`config.mk`:
```
export PLATFORM = sky130hd
export DESIGN_NAME = bank_xlat_top
export DESIGN_NICKNAME = d
export VERILOG_FILES = /design/src/rtl/bank_xlat_pkg.sv /design/src/rtl/bank_reg.sv /design/src/rtl/addr_map.sv /design/src/rtl/reg_port.sv /design/src/rtl/bank_xlat_top.sv
export SDC_FILE = /design/constraint.sdc
export NUM_CORES = 1
export LEC_CHECK = 0
export BUFFER_PORTS_ARGS = -buffer_cell sky130_fd_sc_hd__clkbuf_2
export CAP_MARGIN = 20
export CORE_MARGIN = 3
export CORE_UTILIZATION = 29
export DETAILED_ROUTE_END_ITERATION = 8
export PLACE_DENSITY = 0.73
export SLEW_MARGIN = 40
export SYNTH_ARGS = -nofsm -noshare
export SYNTH_HDL_FRONTEND = slang
export SYNTH_SLANG_ARGS = --single-unit
```
`constraint.sdc`:
```
create_clock -name clk -period 0.9 [get_ports clk]
set_input_delay 0.045 -clock clk [delete_from_list [all_inputs] [get_ports clk]]
set_output_delay 0.045 -clock clk [all_outputs]
set_load 0.03 [all_outputs]
```
`src/rtl/bank_xlat_pkg.sv`:
```
package bank_xlat_pkg;
  localparam int unsigned CPU_AW_D   = 16;
  localparam int unsigned PHYS_AW_D  = 20;
  localparam int unsigned DW_D       = 8;
  localparam logic [15:0] REG_ADDR_D = 16'h1F0F;
  localparam int unsigned RST_BANK_D = 1;
  localparam int unsigned VEC_BANK_D = 1;

  // width of the bank field given both address widths
  function automatic int unsigned bank_width(input int unsigned cpu_aw,
                                             input int unsigned phys_aw);
    return phys_aw - cpu_aw + 1;
  endfunction
endpackage

```
`src/rtl/bank_reg.sv`:
```
module bank_reg #(
  parameter int unsigned DW     = 8,
  parameter int unsigned BANK_W = 5,
  parameter int unsigned RST_V  = 1
) (
  input  logic              clk,
  input  logic              rst_n,
  input  logic              wr_en,
  input  logic [DW-1:0]     wr_data,
  output logic [BANK_W-1:0] bank_q
);
  // only the low bank field is stored; higher data bits are dropped
  logic [BANK_W-1:0] nxt;
  assign nxt = wr_data[BANK_W-1:0];

  always_ff @(posedge clk or negedge rst_n) begin
    if (!rst_n)     bank_q <= BANK_W'(RST_V);
    else if (wr_en) bank_q <= nxt;
  end
endmodule

```
`src/rtl/addr_map.sv`:
```
module addr_map #(
  parameter int unsigned CPU_AW  = 16,
  parameter int unsigned BANK_W  = 5,
  parameter int unsigned VEC_BNK = 1
) (
  input  logic [CPU_AW-1:0]        cpu_addr,
  input  logic                     vec_fetch,
  input  logic [BANK_W-1:0]        bank_q,
  output logic [CPU_AW+BANK_W-2:0] phys_addr
);
  localparam int unsigned WIN_W = CPU_AW - 1;

  logic              upper;
  logic [BANK_W-1:0] sel_bank;

  assign upper = cpu_addr[CPU_AW-1];

  always_comb begin
    if (!upper)         sel_bank = '0;
    else if (vec_fetch) sel_bank = BANK_W'(VEC_BNK);
    else                sel_bank = bank_q;
  end

  assign phys_addr = {sel_bank, cpu_addr[WIN_W-1:0]};
endmodule

```
`src/rtl/reg_port.sv`:
```
module reg_port #(
  parameter int unsigned CPU_AW   = 16,
  parameter int unsigned DW       = 8,
  parameter int unsigned BANK_W   = 5,
  parameter logic [15:0] REG_ADDR = 16'h1F0F
) (
  input  logic [CPU_AW-1:0] cpu_addr,
  input  logic              cpu_we,
  input  logic              cpu_re,
  input  logic [BANK_W-1:0] bank_q,
  output logic              wr_hit,
  output logic [DW-1:0]     rd_data,
  output logic              rd_valid
);
  logic sel;
  logic [DW-1:0] rd_word;

  assign sel    = (cpu_addr == CPU_AW'(REG_ADDR));
  assign wr_hit = sel & cpu_we;

  // zero-extend the bank field to the bus width
  generate
    if (DW > BANK_W) begin : g_pad
      assign rd_word = {{(DW-BANK_W){1'b0}}, bank_q};
    end else begin : g_full
      assign rd_word = bank_q[DW-1:0];
    end
  endgenerate

  assign rd_valid = sel & cpu_re;
  assign rd_data  = rd_valid ? rd_word : '0;
endmodule

```
`src/rtl/bank_xlat_top.sv`:
```
module bank_xlat_top
  import bank_xlat_pkg::*;
#(
  parameter int unsigned CPU_AW   = CPU_AW_D,
  parameter int unsigned PHYS_AW  = PHYS_AW_D,
  parameter int unsigned DW       = DW_D,
  parameter logic [15:0] REG_ADDR = REG_ADDR_D,
  parameter int unsigned RST_BANK = RST_BANK_D,
  parameter int unsigned VEC_BANK = VEC_BANK_D
) (
  input  logic               clk,
  input  logic               rst_n,
  input  logic [CPU_AW-1:0]  cpu_addr,
  input  logic [DW-1:0]      cpu_wdata,
  input  logic               cpu_we,
  input  logic               cpu_re,
  input  logic               vec_fetch,
  output logic [PHYS_AW-1:0] phys_addr,
  output logic [DW-1:0]      rd_data,
  output logic               rd_valid,
  output logic               bank_zero
);
  localparam int unsigned BANK_W = bank_width(CPU_AW, PHYS_AW);

  logic              wr_hit;
  logic [BANK_W-1:0] bank_q;

  reg_port #(.CPU_AW(CPU_AW), .DW(DW), .BANK_W(BANK_W), .REG_ADDR(REG_ADDR)) u_port (
    .cpu_addr(cpu_addr), .cpu_we(cpu_we), .cpu_re(cpu_re), .bank_q(bank_q),
    .wr_hit(wr_hit), .rd_data(rd_data), .rd_valid(rd_valid)
  );

  bank_reg #(.DW(DW), .BANK_W(BANK_W), .RST_V(RST_BANK)) u_reg (
    .clk(clk), .rst_n(rst_n), .wr_en(wr_hit), .wr_data(cpu_wdata), .bank_q(bank_q)
  );

  addr_map #(.CPU_AW(CPU_AW), .BANK_W(BANK_W), .VEC_BNK(VEC_BANK)) u_map (
    .cpu_addr(cpu_addr), .vec_fetch(vec_fetch), .bank_q(bank_q), .phys_addr(phys_addr)
  );

  assign bank_zero = (bank_q == '0);
endmodule

```
==> flow_metrics.env, run 1 <==
export IMPL_status="finished with violations"
export IMPL_violations="negative setup slack"
export IMPL_fin_skew_ns=0
export IMPL_p_leak_nw=0.544
export IMPL_totalWireLength_mm=1.51
export IMPL_layout_setup_ws_ns=-0.534
export IMPL_cts_sinks=5
export IMPL_p_int_uw=483
export IMPL_die_area_sq_um=2280
export IMPL_switchingPower_uw=239
export IMPL_critical_path_cell_chain="or4_4 > nor2_4 > buf_8"
export IMPL_routabilityCongestion=0.595
export IMPL_netlist_instances=50
export IMPL_pwr_share_seq=0.313
export IMPL_vdd_drop_max_mv=0.479
export IMPL_crit_type="flop to output port"
export IMPL_track_usage=0.124
export IMPL_first_global_vias=452
export IMPL_htree_num_levels=1
export IMPL_switching_share=0.331
export IMPL_first_pass_iters=2
export IMPL_pre_cts_ws_ns=-0.451
export IMPL_drt_iter0_drc=2
export IMPL_antenna_found_initial=0
export IMPL_reg2regPathDepth=3
export IMPL_crit_path_end_kind="output port"
export IMPL_overflow=0
export IMPL_clk_pin_slew_ns=0.04
export IMPL_register_area_sq_um=126
export IMPL_cp_required_ns=0.85
export IMPL_max_flop_register="u_reg.bank_q"
export IMPL_fin_hold_ws_ns=0.0342
export IMPL_slowest_stage="or4_4"
export IMPL_clock_latency_ns=0.24
export IMPL_crit_arrival_ns=1.39
export IMPL_synth_seq_cells=5
export IMPL_setup_viol=17
export IMPL_hold_class="input pin to flop"
export IMPL_fp_dieH_um=47.7
export IMPL_multi_input_area_sq_um=305
export IMPL_io_buffers=52
export IMPL_core_area_sq_um=1580
export IMPL_grt_max_degree=7
export IMPL_p_per_area_nw_per_um2=746
export IMPL_cp_depth=3
export IMPL_top_regs="u_reg.bank_q: 5 flops"
export IMPL_num_io_pins=59
export IMPL_rsz0062_at_grt="yes"
export IMPL_row_count=14
export IMPL_wl_per_cell_um=12.8
export IMPL_grt_pass1_wl_mm=1.90
export IMPL_drv_cap=0
export IMPL_avgViaCountPerCell=4.60
export IMPL_nets=132
export IMPL_fmax_mhz=697
export IMPL_critPathTopFamily="simple AND/OR/NAND/NOR gates"
export IMPL_ant_nets=0
export IMPL_fp_dieW_um=47.7
export IMPL_drc=0
export IMPL_cp_num_buf_inv=1
export IMPL_syn2layout_area_growth_pct=92.1
export IMPL_synth_cell_types=17
export IMPL_post_route_min_period_ns=1.43
export IMPL_ys_seq_area_frac=0.251
export IMPL_syn_cell_area_sq_um=504
export IMPL_hold_violations=0
export IMPL_initial_core_util=0.320
export IMPL_cp_max_fo=2
export IMPL_cpPeakStageDelay_ns=0.55
export IMPL_final_period_utilization=1.59
export IMPL_clock_path_buffers=2
export IMPL_cts_tree="done"
export IMPL_slew_violations=0
export IMPL_p_clk_frac=0.354
export IMPL_startpoint_type="flop"
export IMPL_synth_avg_cell_area_sq_um=10.1
export IMPL_largest_reg_flops=5
export IMPL_combPwrFrac=0.333
export IMPL_drive_gt1_frac=0.853
export IMPL_power_uw=722
export IMPL_cts_root_buf="clkbuf_4"
export IMPL_n_antenna_cell=0
export IMPL_hold_depth=2
export IMPL_vias=543
export IMPL_ys_warnings_count=0
export IMPL_cts_buffers=3
export IMPL_nFillCells=122
==> cells by family after synthesis <==
family	synth area share
compound gates	0.0149
flops	0.251
buf+inv	0.268
other cells	0.00744
mux	0.112
simple gates	0.347
==> power groups by stage <==
stage | logic (mW) | registers, mW | clock network (mW)
2_1_floorplan | 0.176 | 0.229 | 0
3_3_place_gp | 0.226 | 0.229 | 0
3_5_place_dp | 0.228 | 0.229 | 0
4_1_cts | 0.237 | 0.226 | 0.263
5_1_grt | 0.258 | 0.226 | 0.277
6_report | 0.241 | 0.226 | 0.255
==> cells in the mapped netlist <==
library cell | instances | area [sq um]
nor2_1 | 1 | 3.75
buf_4 | 18 | 135
nor3_1 | 1 | 5.00
conb_1 | 1 | 3.75
and4_1 | 1 | 8.76
dfrtp_1 | 4 | 100
nor2b_1 | 1 | 6.26
nand2_1 | 2 | 7.51
nand4_4 | 1 | 21.3
and2_1 | 9 | 56.3
and4b_1 | 1 | 10.0
mux2_1 | 5 | 56.3
nand4bb_4 | 1 | 27.5
o21a_1 | 1 | 7.51
nor4_4 | 1 | 21.3
dfstp_2 | 1 | 26.3
or4_1 | 1 | 7.51
==> final timing paths <==
check	to	slack (ns)	start
worst min register to register	u_reg.bank_q[1]	0.61	u_reg.bank_q[1]
worst max register to register	u_reg.bank_q[2]	-0.09	u_reg.bank_q[2]
min in group asynchronous	u_reg.bank_q[3]	0.17	rst_n
max in group asynchronous	u_reg.bank_q[0]	0.51	rst_n
worst max-delay path	bank_zero	-0.53	u_reg.bank_q[4]
worst min-delay path	u_reg.bank_q[1]	0.03	cpu_wdata[1]
==> routing by layer <==
metal | global-route usage | vias to the layer above | share of wire
met2 | 0.224 | 37 | 0.57
met5 | 0 | - | 0
met1 | 0.127 | 246 | 0.30
met3 | 0.0376 | 4 | 0.087
li1 | - | 256 | -
met4 | 0.0645 | 0 | 0.040
==> area by class of cell <==
| type | count | share of cell area |
|---|---|---|
| Timing Repair Buffer | 64 | 0.506 |
| Sequential cell | 5 | 0.130 |
| Clock buffer | 4 | 0.0271 |
| Multi-Input combinational cell | 29 | 0.315 |
| Tap cell | 16 | 0.0207 |
==> stage by stage <==
step | cell area, sq um | cells | utilization | TNS (ns)
after global placement | 743 | 108 | 0.471 | -4.86
after global routing | 968 | 118 | 0.614 | -4.36
after CTS | 932 | 116 | 0.591 | -4.02
after floorplan | 553 | 52 | - | -2.82
after detailed placement | 743 | 108 | 0.471 | -5.04
final | 968 | 118 | 0.614 | -3.85
==> timing repair <==
action	CTS	global route
resized for setup	32	13
pin swaps	10	1
setup endpoints to repair	17	17
buffers inserted	4	2
hold endpoints to repair	5	0
hold buffers	1	0
==> cell usage in the layout, fill, tap and decap left out <==
cell | netlist | final
buf_6 | 0 | 4
conb_1 | 1 | 3
nor3_1 | 1 | 1
or4_4 | 0 | 1
buf_4 | 18 | 8
o21a_1 | 1 | 1
dfrtp_1 | 4 | 4
clkbuf_4 | 0 | 3
and4b_1 | 1 | 1
buf_8 | 0 | 12
nor2_4 | 0 | 1
and4_4 | 0 | 1
dlygate4sd3_1 | 0 | 1
nand4bb_4 | 1 | 1
nor2b_1 | 1 | 1
and2_4 | 0 | 9
clkbuf_2 | 0 | 39
nor4_4 | 1 | 1
nand2_1 | 2 | 2
nand4_4 | 1 | 1
dfstp_2 | 1 | 1
mux2_4 | 0 | 5
clkbuf_1 | 0 | 1
Power figures use the tool's default switching activity.
==> run 2, diff against run 1 <==
Settings changed: ABC_AREA from default to 1, CORE_UTILIZATION 29 to 31.
==> run 2 against run 1 <==
Effect of this change:
- the run still ends with negative setup slack left
- non-clock buffer count rose by 3
- hold slack worse by 0.024 ns
- sequential share of layout area down 2.0 points
- via count increased by 31%
- sequential cell count unchanged
- clock skew did not move
- first-iteration DRC count rose to 5.0 times the previous value
- register-to-register slack better by 0.14 ns
- synthesized area grew 17%
- critical path type unchanged
- largest cell class unchanged
==> flow_metrics.env, run 2 <==
export IMPL_largest_reg_flops=5
export IMPL_startpoint_type="flop"
export IMPL_cts_tree="done"
export IMPL_finalNonFillerCells=169
export IMPL_cts_buffers=3
export IMPL_cts_sinks=5
export IMPL_nets=174
export IMPL_dpl_cell_count=160
export IMPL_num_io_pins=59
export IMPL_hold_class="input pin to flop"
export IMPL_fp_dieH_um=49.6
export IMPL_cp_required_ns=0.85
export IMPL_rsz0062_at_grt="yes"
export IMPL_n_antenna_cell=0
export IMPL_initial_core_util=0.333
export IMPL_cp_num_buf_inv=2
export IMPL_synthAdderAreaFrac=0
export IMPL_die_area_sq_um=2460
export IMPL_clock_latency_ns=0.25
export IMPL_fmax_mhz=871
export IMPL_avgViaCountPerCell=4.22
export IMPL_synth_ff_type="dfrtp_1"
export IMPL_clock_path_buffers=2
export IMPL_p_per_area_nw_per_um2=690
export IMPL_place_hpwl_mm=1.35
export IMPL_drv_cap=0
export IMPL_synth_top_family_by_area="simple AND/OR/NAND/NOR gates"
export IMPL_final_cell_mix="clkbuf_2, nand2_1, nor2_4, buf_8, buf_4"
export IMPL_slowest_stage="dfstp_2"
export IMPL_power_uw=797
export IMPL_synth_most_common_cell="buf_4"
export IMPL_cpPeakStageDelay_ns=0.54
export IMPL_io_buffers=52
export IMPL_switching_share=0.364
export IMPL_register_area_sq_um=128
export IMPL_vias=713
export IMPL_grt_max_degree=7
export IMPL_slew_violations=0
export IMPL_p_leak_nw=0.598
export IMPL_routabilityCongestion=0.770
export IMPL_max_flop_register="u_reg.bank_q"
export IMPL_synth_xor_xnor_area_share=0
export IMPL_cts_root_buf="clkbuf_4"
export IMPL_row_count=15
export IMPL_violations="negative setup slack"
export IMPL_crit_arrival_ns=1.10
export IMPL_combPwrFrac=0.380
export IMPL_layout_setup_ws_ns=-0.248
export IMPL_synth_cell_types=19
export IMPL_drt_iter0_drc=10
export IMPL_synth_area_leaders="buf_4, dfrtp_1, nand2_1"
export IMPL_crit_type="flop to output port"
export IMPL_first_pass_iters=4
export IMPL_nFillCells=160
export IMPL_synth_seq_cells=5
export IMPL_overflow=0
export IMPL_hold_violations=0
export IMPL_core_area_sq_um=1760
export IMPL_drc=0
export IMPL_critPathTopFamily="flip-flops"
export IMPL_pwr_share_seq=0.283
export IMPL_syn2layout_area_growth_pct=96.6
export IMPL_post_route_min_period_ns=1.15
export IMPL_antenna_found_initial=0
export IMPL_htree_num_levels=1
export IMPL_synth_compound_area_frac=0.00851
export IMPL_switchingPower_uw=290
export IMPL_synthMuxAreaShare=0
export IMPL_synth_edf_count=0
export IMPL_multi_input_area_sq_um=393
export IMPL_ys_warnings_count=0
export IMPL_clk_pin_slew_ns=0.04
export IMPL_crit_path_end_kind="output port"
export IMPL_final_period_utilization=1.28
export IMPL_final_common_cell="clkbuf_2"
export IMPL_yosysTopAreaCellShare=0.230
export IMPL_wl_per_cell_um=10.6
export IMPL_ant_nets=0
export IMPL_fin_skew_ns=0
export IMPL_synth_simple_area_share=0.445
export IMPL_status="finished with violations"
export IMPL_ys_seq_area_frac=0.215
export IMPL_totalWireLength_mm=1.80
export IMPL_vdd_drop_max_mv=0.400
export IMPL_ys_top_cells_by_count="buf_4, nand2_1, nor2_1"
export IMPL_synth_avg_cell_area_sq_um=6.61
export IMPL_drive_gt1_frac=0.701
export IMPL_syn_cell_area_sq_um=588
export IMPL_fp_dieW_um=49.6
export IMPL_grt_pass1_wl_mm=2.79
export IMPL_synthArstFlopShare=1.00
export IMPL_track_usage=0.144
export IMPL_first_global_vias=686
export IMPL_cp_max_fo=2
export IMPL_critical_path_cell_chain="inv_2 > a21oi_4 > buf_8"
export IMPL_top_regs="u_reg.bank_q: 5 flops"
export IMPL_netlist_instances=89
export IMPL_p_clk_frac=0.337
export IMPL_setup_viol=12
export IMPL_yosys_area_top_type="buf_4"
export IMPL_p_int_uw=507
## run 2: cell count changes after synthesis, moves of 2 or more
cell / before / now
nand2_1: 2 / 17
inv_1: 0 / 13
nor2_1: 1 / 14
and2_1: 9 / 0
nand4_1: 0 / 8
mux2_1: 5 / 0
nand3_2: 0 / 2
nor2_4: 0 / 2
## run 2: power by group through the flow
| stage | Clock (mW) | Sequential, mW | Combinational (mW) |
|---|---|---|---|
| floorplan | 0 | 0.229 | 0.195 |
| global placement | 0 | 0.229 | 0.262 |
| detailed placement | 0 | 0.229 | 0.267 |
| CTS | 0.276 | 0.226 | 0.289 |
| global route | 0.283 | 0.226 | 0.321 |
| finish | 0.269 | 0.226 | 0.303 |
## run 2: kinds of logic after synthesis
group           count (synthesis)
simple gates                   49
buf+inv                        33
flops                           5
compound gates                  1
other cells                     1
## run 2: layer usage
metal	track usage	vias to the layer above	wire (um)
met5	0	-	0
met4	0.0829	0	49
met3	0.00604	4	68
met2	0.282	28	1070
li1	-	373	-
met1	0.149	308	608
## run 2: worst paths after layout
| path | start | endpoint | slack (ns) | cells after the start |
|---|---|---|---|---|
| setup reg to reg | u_reg.bank_q[2] | u_reg.bank_q[2] | 0.05 | 4 |
| max in group asynchronous | rst_n | u_reg.bank_q[0] | 0.55 | 2 |
| hold / removal | cpu_wdata[0] | u_reg.bank_q[0] | 0.01 | 3 |
| min in group asynchronous | rst_n | u_reg.bank_q[1] | 0.14 | 2 |
| hold reg to reg | u_reg.bank_q[3] | u_reg.bank_q[3] | 0.55 | 2 |
| setup / recovery | u_reg.bank_q[0] | phys_addr[15] | -0.25 | 3 |
## run 2: area by class of cell
cell class                 instances  area share
inverter                          15      0.0487
multi-input combinational         53       0.340
sequential                         5       0.110
timing repair buffer              67       0.451
tap                               25      0.0271
clock buffer                       4      0.0227
## run 2: timing repair
action                     CTS  global route
setup endpoints to repair   12            12
buffers inserted             2             2
gates resized for setup     51            25
hold buffers                 1             0
gates cloned                 0             0
pin swaps                   10             7
hold endpoints to repair     5             0
## run 2: metrics by stage
stage	util	setup WS [ns]	area, sq um	TNS (ns)	hold slack, ns
finish	0.655	-0.248	1160	-1.88	0.0103
global route	0.655	-0.302	1160	-2.41	0.0343
CTS	0.611	-0.268	1080	-1.87	0.00818
detailed placement	0.479	-0.119	846	-0.693	-0.138
global placement	0.479	-0.0902	846	-0.508	-0.139
floorplan	-	-0.0579	614	-0.282	-0.251
## run 2: worst reg2reg max path: cells and delay by family, from the launching register on
family,cells,cell delay (ns)
DFF,1,0.39
buffers and inverters,2,0.25
and+or+nand+nor,2,0.09
